## src/rtl/baud_tick_pkg.sv

```systemverilog
package baud_tick_pkg;

  // A setting is usable when nothing is zero and the step does not exceed the modulus.
  function automatic logic cfg_ok(int unsigned pre, int unsigned step, int unsigned modv);
    return (pre != 0) && (step != 0) && (modv != 0) && (step <= modv);
  endfunction

  // Next phase given the current phase, the step and the modulus.
  function automatic int unsigned phase_next(int unsigned acc, int unsigned step,
                                             int unsigned modv);
    int unsigned s;
    s = acc + step;
    return (s >= modv) ? (s - modv) : s;
  endfunction

  // Whether an advance from this phase wraps, producing a tick.
  function automatic logic phase_wraps(int unsigned acc, int unsigned step,
                                       int unsigned modv);
    return (acc + step) >= modv;
  endfunction

endpackage

```

## src/rtl/baud_prescaler.sv

```systemverilog
module baud_prescaler #(
  parameter int PRE_W = 8
) (
  input  logic             clk,
  input  logic             rst_n,
  input  logic             clear_i,
  input  logic [PRE_W-1:0] div_i,
  output logic             en_o
);

  logic [PRE_W-1:0] cnt_q;
  logic             last_w;

  assign last_w = (div_i != '0) && (cnt_q == div_i - PRE_W'(1));
  assign en_o   = last_w && !clear_i;

  always_ff @(posedge clk or negedge rst_n) begin
    if (!rst_n)              cnt_q <= '0;
    else if (clear_i)        cnt_q <= '0;
    else if (div_i == '0)    cnt_q <= '0;
    else if (last_w)         cnt_q <= '0;
    else                     cnt_q <= cnt_q + PRE_W'(1);
  end


  cnt_in_range_chk: assert property (@(posedge clk) disable iff (!rst_n)
    (div_i != '0) |-> (cnt_q < div_i));


  pre_clear_chk: assert property (@(posedge clk) disable iff (!rst_n)
    clear_i |=> (cnt_q == '0));

endmodule

```

## src/rtl/baud_phase_accum.sv

```systemverilog
module baud_phase_accum
  import baud_tick_pkg::*;
#(
  parameter int STEP_W = 10,
  parameter int MOD_W  = 10
) (
  input  logic              clk,
  input  logic              rst_n,
  input  logic              clear_i,
  input  logic              en_i,
  input  logic              valid_i,
  input  logic [STEP_W-1:0] step_i,
  input  logic [MOD_W-1:0]  mod_i,
  output logic              tick_o
);

  localparam int ACC_W = ((STEP_W > MOD_W) ? STEP_W : MOD_W) + 1;

  logic [ACC_W-1:0] acc_q;
  logic [ACC_W-1:0] acc_next_w;
  logic             wrap_w;
  logic             fire_w;

  assign wrap_w     = phase_wraps(32'(acc_q), 32'(step_i), 32'(mod_i));
  assign acc_next_w = ACC_W'(phase_next(32'(acc_q), 32'(step_i), 32'(mod_i)));
  assign fire_w     = en_i && valid_i && wrap_w;

  always_ff @(posedge clk or negedge rst_n) begin
    if (!rst_n) begin
      acc_q  <= '0;
      tick_o <= 1'b0;
    end else if (clear_i) begin
      acc_q  <= '0;
      tick_o <= 1'b0;
    end else if (en_i && valid_i) begin
      acc_q  <= acc_next_w;
      tick_o <= fire_w;
    end else begin
      tick_o <= 1'b0;
    end
  end


  acc_below_mod_chk: assert property (@(posedge clk) disable iff (!rst_n)
    valid_i |-> (acc_q < ACC_W'(mod_i)));


  clear_zeroes_chk: assert property (@(posedge clk) disable iff (!rst_n)
    clear_i |=> ((acc_q == '0) && !tick_o));

endmodule

```

## src/rtl/frac_baud_tick.sv

```systemverilog
module frac_baud_tick
  import baud_tick_pkg::*;
#(
  parameter int PRE_W  = 8,
  parameter int STEP_W = 10,
  parameter int MOD_W  = 10
) (
  input  logic              clk,
  input  logic              rst_n,
  input  logic              cfg_load_i,
  input  logic [PRE_W-1:0]  cfg_pre_i,
  input  logic [STEP_W-1:0] cfg_step_i,
  input  logic [MOD_W-1:0]  cfg_mod_i,
  output logic              tick_o
);

  logic [PRE_W-1:0]  pre_q;
  logic [STEP_W-1:0] step_q;
  logic [MOD_W-1:0]  mod_q;
  logic              cfg_valid_w;
  logic              adv_en_w;

  always_ff @(posedge clk or negedge rst_n) begin
    if (!rst_n) begin
      pre_q  <= '0;
      step_q <= '0;
      mod_q  <= '0;
    end else if (cfg_load_i) begin
      pre_q  <= cfg_pre_i;
      step_q <= cfg_step_i;
      mod_q  <= cfg_mod_i;
    end
  end

  assign cfg_valid_w = cfg_ok(32'(pre_q), 32'(step_q), 32'(mod_q));

  baud_prescaler #(.PRE_W(PRE_W)) u_pre (
    .clk     (clk),
    .rst_n   (rst_n),
    .clear_i (cfg_load_i),
    .div_i   (pre_q),
    .en_o    (adv_en_w)
  );

  baud_phase_accum #(.STEP_W(STEP_W), .MOD_W(MOD_W)) u_acc (
    .clk     (clk),
    .rst_n   (rst_n),
    .clear_i (cfg_load_i),
    .en_i    (adv_en_w),
    .valid_i (cfg_valid_w),
    .step_i  (step_q),
    .mod_i   (mod_q),
    .tick_o  (tick_o)
  );


  tick_after_adv_chk: assert property (@(posedge clk) disable iff (!rst_n)
    tick_o |-> $past(adv_en_w));


  no_tick_invalid_chk: assert property (@(posedge clk) disable iff (!rst_n)
    !cfg_valid_w |=> !tick_o);


  equal_step_ticks_chk: assert property (@(posedge clk) disable iff (!rst_n)
    (cfg_valid_w && (32'(step_q) == 32'(mod_q)) && adv_en_w && !cfg_load_i) |=> tick_o);

endmodule

```

## config.mk

```make
export PLATFORM = sky130hd
export DESIGN_NAME = frac_baud_tick
export DESIGN_NICKNAME = d
export VERILOG_FILES = /design/src/rtl/baud_tick_pkg.sv /design/src/rtl/baud_prescaler.sv /design/src/rtl/baud_phase_accum.sv /design/src/rtl/frac_baud_tick.sv
export SDC_FILE = /design/constraint.sdc
export NUM_CORES = 1
export LEC_CHECK = 0
export CAP_MARGIN = 20
export CORE_MARGIN = 10
export CORE_UTILIZATION = 37
export DETAILED_ROUTE_END_ITERATION = 8
export DONT_BUFFER_PORTS = 1
export SLEW_MARGIN = 20
export SYNTH_ARGS = -nofsm -noshare
export SYNTH_HDL_FRONTEND = slang
export SYNTH_SLANG_ARGS = --single-unit
```

## constraint.sdc

```tcl
create_clock -name clk -period 5.17 [get_ports clk]
set_input_delay 0.517 -clock clk [delete_from_list [all_inputs] [get_ports clk]]
set_output_delay 0.517 -clock clk [all_outputs]
set_load 0.01 [all_outputs]
```

* Word-level counts from Yosys, hierarchy flattened
Cells that the tools add are included.
** Storage, ports and cells
- Memory bits (read-only) :: 0
- Register bits after elaboration :: 48
- Word-level logic and storage cells :: 34
- Memories :: 0
- Input port bits :: 31
- Memory bits (writable) :: 0
- Bits in latches :: 0
- Output and inout port bits :: 1
** Cells by class
- Bitwise logic cells :: 0
- Add/sub/neg operators :: 4
- Mux-type cells :: 8
- Reduce and logical (&&, ||, !) cells :: 13
- Divide/modulo/power cells :: 0
- Multipliers :: 0
- Shift operators :: 0
- Eq/ne operators :: 1
- Order comparisons :: 2
** Operators with widths (count)
- $mux W11 :: 3
- $mux W8 :: 3
- $reduce_bool A10 Y1 :: 2
- $add A11 B10 Y12 :: 1
- $ge A12 B10 Y1 :: 1
- $sub A11 B10 Y11 :: 1
- $le A10 B10 Y1 :: 1
- $add A8 B1 Y8 const B :: 1
- $eq A8 B8 Y1 :: 1
- $logic_not A8 Y1 :: 1
- $reduce_bool A8 Y1 :: 1
- $sub A8 B1 Y8 const B :: 1
- $logic_and A1 B1 Y1 :: 7
- $mux W1 :: 2
- $reduce_bool A2 Y1 :: 1
- $logic_not A1 Y1 :: 1

* Depth between registers and ports, before layout
Gate-level depths: netlist of run 1.
- Word-level depth :: 8
- Depth in mapped cells :: 15
- Gate-level depth less buffers :: 14

* Modules after synthesis
From an unflattened synthesis of run 1, not the netlist that was laid out.
** Unflattened totals
- Cells, all modules :: 410
- Area total of the unflattened synthesis :: 3792.4 µm²
** By module, submodules not included
- baud_phase_accum :: times used 1, sequential area each 300.3 µm², cells an instance 208, area an instance 1731.7 µm²
- frac_baud_tick :: times used 1, sequential area each 700.7 µm², cells an instance 117, area an instance 1328.8 µm²
- baud_prescaler :: times used 1, sequential area each 200.2 µm², cells an instance 85, area an instance 732.0 µm²

* Least setup slack after synthesis of run 1
No wires, ideal clock.
- Path kind :: flip-flop to flip-flop
- From :: reg step_q[0]
- To :: reg u_acc.acc_q[5]
- Clock period less this slack :: 3.681 ns
- Data arrival time :: 3.563 ns
- Library setup time :: 0.118 ns
- Stages on the path, launching flop included :: 16
- Required time :: 5.052 ns
- Setup slack :: 1.489 ns
- Cells stage by stage :: dfrtp_1 -> ha_1 -> fa_1 -> a21oi_1 -> o211ai_1 -> nor2_1 -> xnor2_1 -> ha_1 -> nand2_1 -> o21ai_1 -> or3_1 -> o221a_2 -> nor4_2 -> buf_4 -> mux2_2 -> a21o_1
** Between the ends
- Longest elaborated chain between the ends :: 6
- Elaborated cells between the ends (all ways) :: 13
** Ends and longest elaborated chain
- start, declared :: line frac_baud_tick.sv:18 : logic [STEP_W-1:0] step_q;
- start signal, assigned :: line frac_baud_tick.sv:30 : step_q <= cfg_step_i;
- parallel branches: the longest is 6 deep, another holds $add A11 B10 Y12
- end signal, assigned :: line baud_phase_accum.sv:36 : acc_q <= acc_next_w;
- end, declared :: line baud_phase_accum.sv:19 : logic [ACC_W-1:0] acc_q;
Parallel ways; which one is timed is not known. The select of a mux whose other input is x is not followed.
A chain may end at the register's enable or synchronous reset.

* Worst setup path after layout of run 1
Ends and elaborated chain as after synthesis.

==> out/metrics.cfg, run 1 <==
[floorplanning]
die_h_um=118
core_area_mm2=0.00928
ioPinCount=32
core.rowCount=35
dieArea_mm2=0.0139
chipWidth_um=118
start_util_pct=38.1

[worst_setup_path]
cp_max_fo=10
crit_path_start_kind=flip-flop
worstSetupEndpointType=flip-flop
critPathArrivalTime_ps=4200
worstSetupPathType=flip-flop to flip-flop
worstPathRequired_ps=5380

[timing]
fin_crit_sh_pct=77.3
fin_tns_setup_ps=0
drv_slew=0
hold_viol=0
tightest_slew_ps=432
finalSetupViolCount=0
whs_ps=54.3
min_period_ps=3990
rsz0062_at_grt=no
skew_ps=5.02
relSlewSlack_pct=70.5
max_freq_mhz=250

[routing]
wl_met2_um=3560
num_vias=2663
drc=0
met3_length_um=398
routed_wl_um=8220
ant_nets=0
routed_via_density=5.36
firstDrtPassIters=4
maxUsedRoutingLayer=met4
drtIter0Drc=167
wl_met1_um=4210
drt-wirelength-per-cell_um=16.5

[logic_synthesis]
synth.distinct_cells=54
ys_async_sr_fraction_pct=100
synth_edf_count=0
ys.flop_type=dfrtp_1
ys_seq_area_share_pct=34.0
syn_nets=435
netlist.area_leader.share_pct=34.0
synthTopCellsByArea=dfrtp_1 34%, ha_1 12%, mux2_2 7.0%
synth_seq_cells=48
synthCells=369
synth_area_per_cell_um2=9.59
ys_warn_count=0
syn_area_mm2=0.00354
synth.largest_area_cell=dfrtp_1

[global_routing]
antenna_found_initial=0
overflow=0
grt_pass1_wl_um=13800
grt_max_degree=53
grt_pass1_vias=2642
groute.usage.overall_pct=11.9

[finish]
final_cell_area_mm2=0.00378
antenna_cells=0
fillers=932
drive_gt1_share_pct=11.4
multi_input_area_mm2=0.00219
fin_util_pct=40.7
area_delta_synth_final_pct=6.76
register_area_mm2=0.00120
fin_nets=433
instances_no_fill=497

[clock_tree]
cts_buffers=5
insertion_delay_ps=310
clockRootBuffer=clkbuf_8
cts-htree-levels=2
cts_resized=0
cts_setup_buffers=0
cts_tree=built
cts_buffer_depth=2
hold_buffers=1
cts.sinks=48
clk_pin_slew_ps=90

[power]
leakagePower_nw=1.71
irDropWorstVdd_v=0.000181
powerDensity_mw_per_mm2=267

[placed_design]
place_area_mm2=0.00364
port_buffers=0
gp_congestion=0.783
dp.cells=488
dpl.hpwl_um=6380

[worst_hold_path]
worst_hold_path_type=input pin to asynchronous set/reset pin

[status]
outcome=completed

[run]
maxCapViolCount=0

[cell usage after synthesis (3+ instances only)]
cell       instances
xnor2_1           16
nand4_1            6
nor3b_1            9
a21o_1            11
o2111ai_1          3
dfrtp_1           48
mux2i_1            6
a21oi_1            9
ha_1              33
clkbuf_1           7
o21a_1             3
and3_1             4
nor3_1            10
or3_1              7
nor2_1            28
o21ai_0           18
o21ai_1            3
nor2b_1            4
nand2b_1           6
nand3_1           12
xor2_1            12
mux2_2            22
nor4_1             6
nand2_1           23
inv_1             20
a31oi_1            5
[cells by family after synthesis]
group | share of synthesized area (%)
AND/OR/NAND/NOR | 20.9
AO/OA/AOI/OAI | 12.6
flip-flops | 34.0
adder cells (fa/ha/maj) | 12.8
buffers and inverters | 4.07
XOR/XNOR | 6.93
multiplexers | 8.70
[flip-flops by register name, summed over array words and instances, names as in the netlist]
signal        cells
step_q           10
mod_q            10
u_acc.tick_o      1
u_acc.acc_q      11
u_pre.cnt_q       8
pre_q             8
[layer usage]
layer | global-route usage (%) | up-vias
li1 | - | 1328
met1 | 16.9 | 1279
met2 | 18.0 | 52
met3 | 2.78 | 4
met4 | 2.55 | 0
met5 | 0 | -
[per-stage QoR]
stage          setup WS (ps)  total power (W)
3_5_place_dp            1220         0.000725
6_report                1180          0.00101
2_1_floorplan           1490         0.000667
3_3_place_gp            1320         0.000719
4_1_cts                 1190          0.00101
5_1_grt                  931          0.00107
[worst paths after layout]
check,startpoint,end,slack (ps),cells past startpoint
max,step_q[0]$_DFFE_PN0P_,u_acc.acc_q[5]$_DFFE_PN0P_,1180,15
min,rst_n,mod_q[0]$_DFFE_PN0P_,50,1
max reg2reg,step_q[0]$_DFFE_PN0P_,u_acc.acc_q[5]$_DFFE_PN0P_,1180,15
min reg2reg,u_acc.acc_q[9]$_DFFE_PN0P_,u_acc.acc_q[9]$_DFFE_PN0P_,570,2
max in group asynchronous,rst_n,mod_q[8]$_DFFE_PN0P_,4910,1
min in group clk,cfg_load_i,u_acc.acc_q[2]$_DFFE_PN0P_,280,1
[worst max-delay path: stages (launching register included)]
cell and delay (ps):
dfrtp_1 410, ha_1 230, fa_1 410, a21oi_1 280
o211ai_1 150, nor2_1 130, xnor2_1 160, ha_1 320
nand2_1 80, o21ai_1 80, or3_1 300, o221a_2 250
nor4_2 300, buf_4 260, mux2_2 350, a21o_1 170
[placed cells by master, fill, tap and decap left out, drive strengths merged, types with 6 or more instances in the layout]
master / count
dfrtp: 48
ha: 33
nor2: 28
nand2: 23
mux2: 22
o21ai: 21
inv: 20
xnor2: 16
nand3: 12
xor2: 12
a21o: 11
nor3: 11
a21oi: 9
nor3b: 9
nor4: 8
or3: 7
nand2b: 6
nand4: 6
mux2i: 6
[cell type report]
type	instances	share of cell area [%]
flip-flops and latches	48	31.8
clock inverters	3	1.13
multi-input cells	290	58.1
inverters	20	1.99
well taps	129	4.27
clock buffers	5	1.82
repair buffers	2	0.928
[power breakdown]
part           leakage (nW)  internal [W]  switching (W)
clock                0.0541      0.000143       0.000137
sequential            0.610      0.000399      0.0000308
combinational          1.05      0.000141       0.000158
Note: power is estimated with default switching activity, not from simulation.
==> run 2, diff against run 1 <==
- clock period: 5.17 -> 3.4 ns (I/O delays scaled with it)
==> run 2 against run 1 <==
The flow now finishes with violations (setup timing). Non-clock buffer count rose by 34. Core utilization rose by 3.9 points. Critical path depth down 1. Sequential share of layout area is 2.8 points lower. Critical path type unchanged. Critical endpoint unchanged. Largest power group unchanged.
==> out/metrics.cfg, run 2 (synthesized netlist as in run 1, its figures left out) <==
[routing]
drt-wirelength-per-cell_um=16.3  ; -1.7%
routed_via_density=5.27  ; -1.7%
met3_length_um=588  ; +48%
num_vias=2798  ; +5.1%
drc=0  ; unchanged
drtIter0Drc=183  ; +9.6%
wl_met1_um=4300  ; +2.2%
routed_wl_um=8630  ; +5.0%
wl_met2_um=3690  ; +3.4%
maxUsedRoutingLayer=met4
firstDrtPassIters=4  ; unchanged
ant_nets=0  ; unchanged

[global_routing]
grt_pass1_wl_um=14700  ; +6.7%
overflow=0  ; unchanged
groute.usage.overall_pct=12.6  ; +0.63 points
grt_max_degree=53  ; unchanged
antenna_found_initial=0  ; unchanged
grt_pass1_vias=2882  ; +9.1%

[clock_tree]
clockRootBuffer=clkbuf_8
cts_buffer_depth=2  ; unchanged
cts.sinks=48  ; unchanged
clk_pin_slew_ps=90  ; about the same
cts-htree-levels=2  ; unchanged
insertion_delay_ps=300  ; about the same
cts_tree=built
cts_buffers=5  ; unchanged

[timing]
min_period_ps=3460  ; -532 ps
skew_ps=12.2  ; +7.20 ps
relSlewSlack_pct=73.1  ; +2.6 points
hold_viol=0  ; unchanged
worst_slack_ps=-62.3  ; -1240 ps
fin_crit_sh_pct=102  ; +25 points
finalSetupViolCount=5  ; +5
max_freq_mhz=289  ; +15%
rsz0062_at_grt=yes
drv_slew=0  ; unchanged
tightest_slew_ps=399  ; -32.9 ps

[worst_setup_path]
worstPathRequired_ps=3590  ; -1790 ps
worstRegToRegCells=14  ; -1
critPathArrivalTime_ps=3650  ; -550 ps
worstSetupPathType=flip-flop to flip-flop
r2r_slack_ps=-60  ; -1240 ps
regToRegStartpoint=u_acc.acc_q[1]$_DFFE_PN0P_
worstSetupEndpointType=flip-flop
timing.rr.end=u_acc.acc_q[5]$_DFFE_PN0P_
cp_max_fo=8  ; -2
crit_path_start_kind=flip-flop

[finish]
multi_input_area_mm2=0.00229  ; +4.3%
fin_util_pct=44.5  ; +3.9 points
area_delta_synth_final_pct=16.9
register_area_mm2=0.00120  ; unchanged
reg.largest.list=u_acc.acc_q x11, mod_q x10, step_q x10
drive_gt1_share_pct=22.4  ; +11 points
final_cell_mix=48 x dfrtp_1, 32 x ha_1, 31 x buf_4, 27 x nor2_1
largest-register=u_acc.acc_q
fin_nets=467  ; +7.9%
final_common_cell=dfrtp_1
fillers=919  ; -1.4%
largest_reg_flops=11  ; unchanged
final_cell_area_mm2=0.00414  ; +9.5%

[placed_design]
place_area_mm2=0.00389  ; +6.8%
gp_congestion=0.813  ; +3.8%
port_buffers=0  ; unchanged
dpl.hpwl_um=6750  ; +5.9%

[power]
leakagePower_nw=1.91  ; +12%
irDropWorstVdd_v=0.000202  ; +12%
total_power_w=0.00159  ; +58%
powerDensity_mw_per_mm2=384  ; +44%

[floorplanning]
chipWidth_um=118  ; unchanged
core_area_mm2=0.00928  ; unchanged
start_util_pct=38.1  ; unchanged
dieArea_mm2=0.0139  ; unchanged
core.rowCount=35  ; unchanged
ioPinCount=32  ; unchanged
die_h_um=118  ; unchanged

[status]
outcome=complete, but fails checks
violations=setup timing

[run]
maxCapViolCount=0  ; unchanged

[worst_hold_path]
min_to=u_acc.acc_q[2]$_DFFE_PN0P_
holdCritStartpoint=cfg_load_i
worst_hold_path_type=input pin to flip-flop
min_path_cells=1

-- run 2: timing repair --
| action | in CTS | in global routing |
|---|---|---|
| hold buffers | 2 | 0 |
| pin swaps | 6 | 6 |
| setup endpoints to repair | 11 | 12 |
| buffers inserted | 4 | 1 |
| endpoints found under the hold margin | 48 | 0 |
| resized for setup | 5 | 12 |
-- run 2: per-layer routing --
| layer | vias up | track usage (%) |
|---|---|---|
| li1 | 1399 | - |
| met1 | 1336 | 18.0 |
| met2 | 59 | 18.5 |
| met3 | 4 | 3.12 |
| met4 | 0 | 2.86 |
| met5 | - | 0 |
-- run 2: layout make-up --
type / count / share of cell area (%)
inverters: 20 / 1.82
clock buffers: 7 / 2.33
multi-input cells: 290 / 55.3
repair buffers: 36 / 7.56
well taps: 129 / 3.90
flip-flops and latches: 48 / 29.0
diodes: 1 / 0.0605
-- run 2: report_power, final --
part	switching (W)	internal (W)	leakage, nW	total [W]
registers	0.0000403	0.000606	0.610	0.000647
clock network	0.000190	0.000182	0.0503	0.000371
logic	0.000279	0.000291	1.25	0.000570
-- run 2: worst max-delay path by stage --
| stage | start | endpoint | slack [ps] |
|---|---|---|---|
| after floorplan | step_q[0]$_DFFE_PN0P_ | u_acc.acc_q[5]$_DFFE_PN0P_ | -8 |
| after global placement | step_q[1]$_DFFE_PN0P_ | u_acc.acc_q[8]$_DFFE_PN0P_ | -50 |
| after detailed placement | step_q[1]$_DFFE_PN0P_ | u_acc.acc_q[8]$_DFFE_PN0P_ | -140 |
| after CTS | step_q[0]$_DFFE_PN0P_ | u_acc.acc_q[5]$_DFFE_PN0P_ | -60 |
| after global routing | u_acc.acc_q[1]$_DFFE_PN0P_ | u_acc.acc_q[7]$_DFFE_PN0P_ | -220 |
| final | u_acc.acc_q[1]$_DFFE_PN0P_ | u_acc.acc_q[5]$_DFFE_PN0P_ | -60 |
-- run 2: worst max-delay path: stages (launching register included) --
cell and delay (ps):
dfrtp_1 430, ha_1 330, a21oi_4 190, o2111ai_2 170, and2_4 180, xor2_2 150, ha_1 340, nand2_1 100
o21ai_2 60, or3_1 320, o221a_4 240, nor4_4 150, buf_6 180, mux2_2 340, a21o_1 170
-- run 2: metrics by stage --
stage	setup slack [ps]	hold slack [ps]	setup TNS (ps)	instances
after floorplan	-7.98	44.4	-23.9	369
after global placement	-52.4	46.8	-259	516
after detailed placement	-143	46.6	-930	516
after CTS	-58.3	91.5	-277	529
after global routing	-224	87.5	-1740	530
final	-62.3	114	-288	531
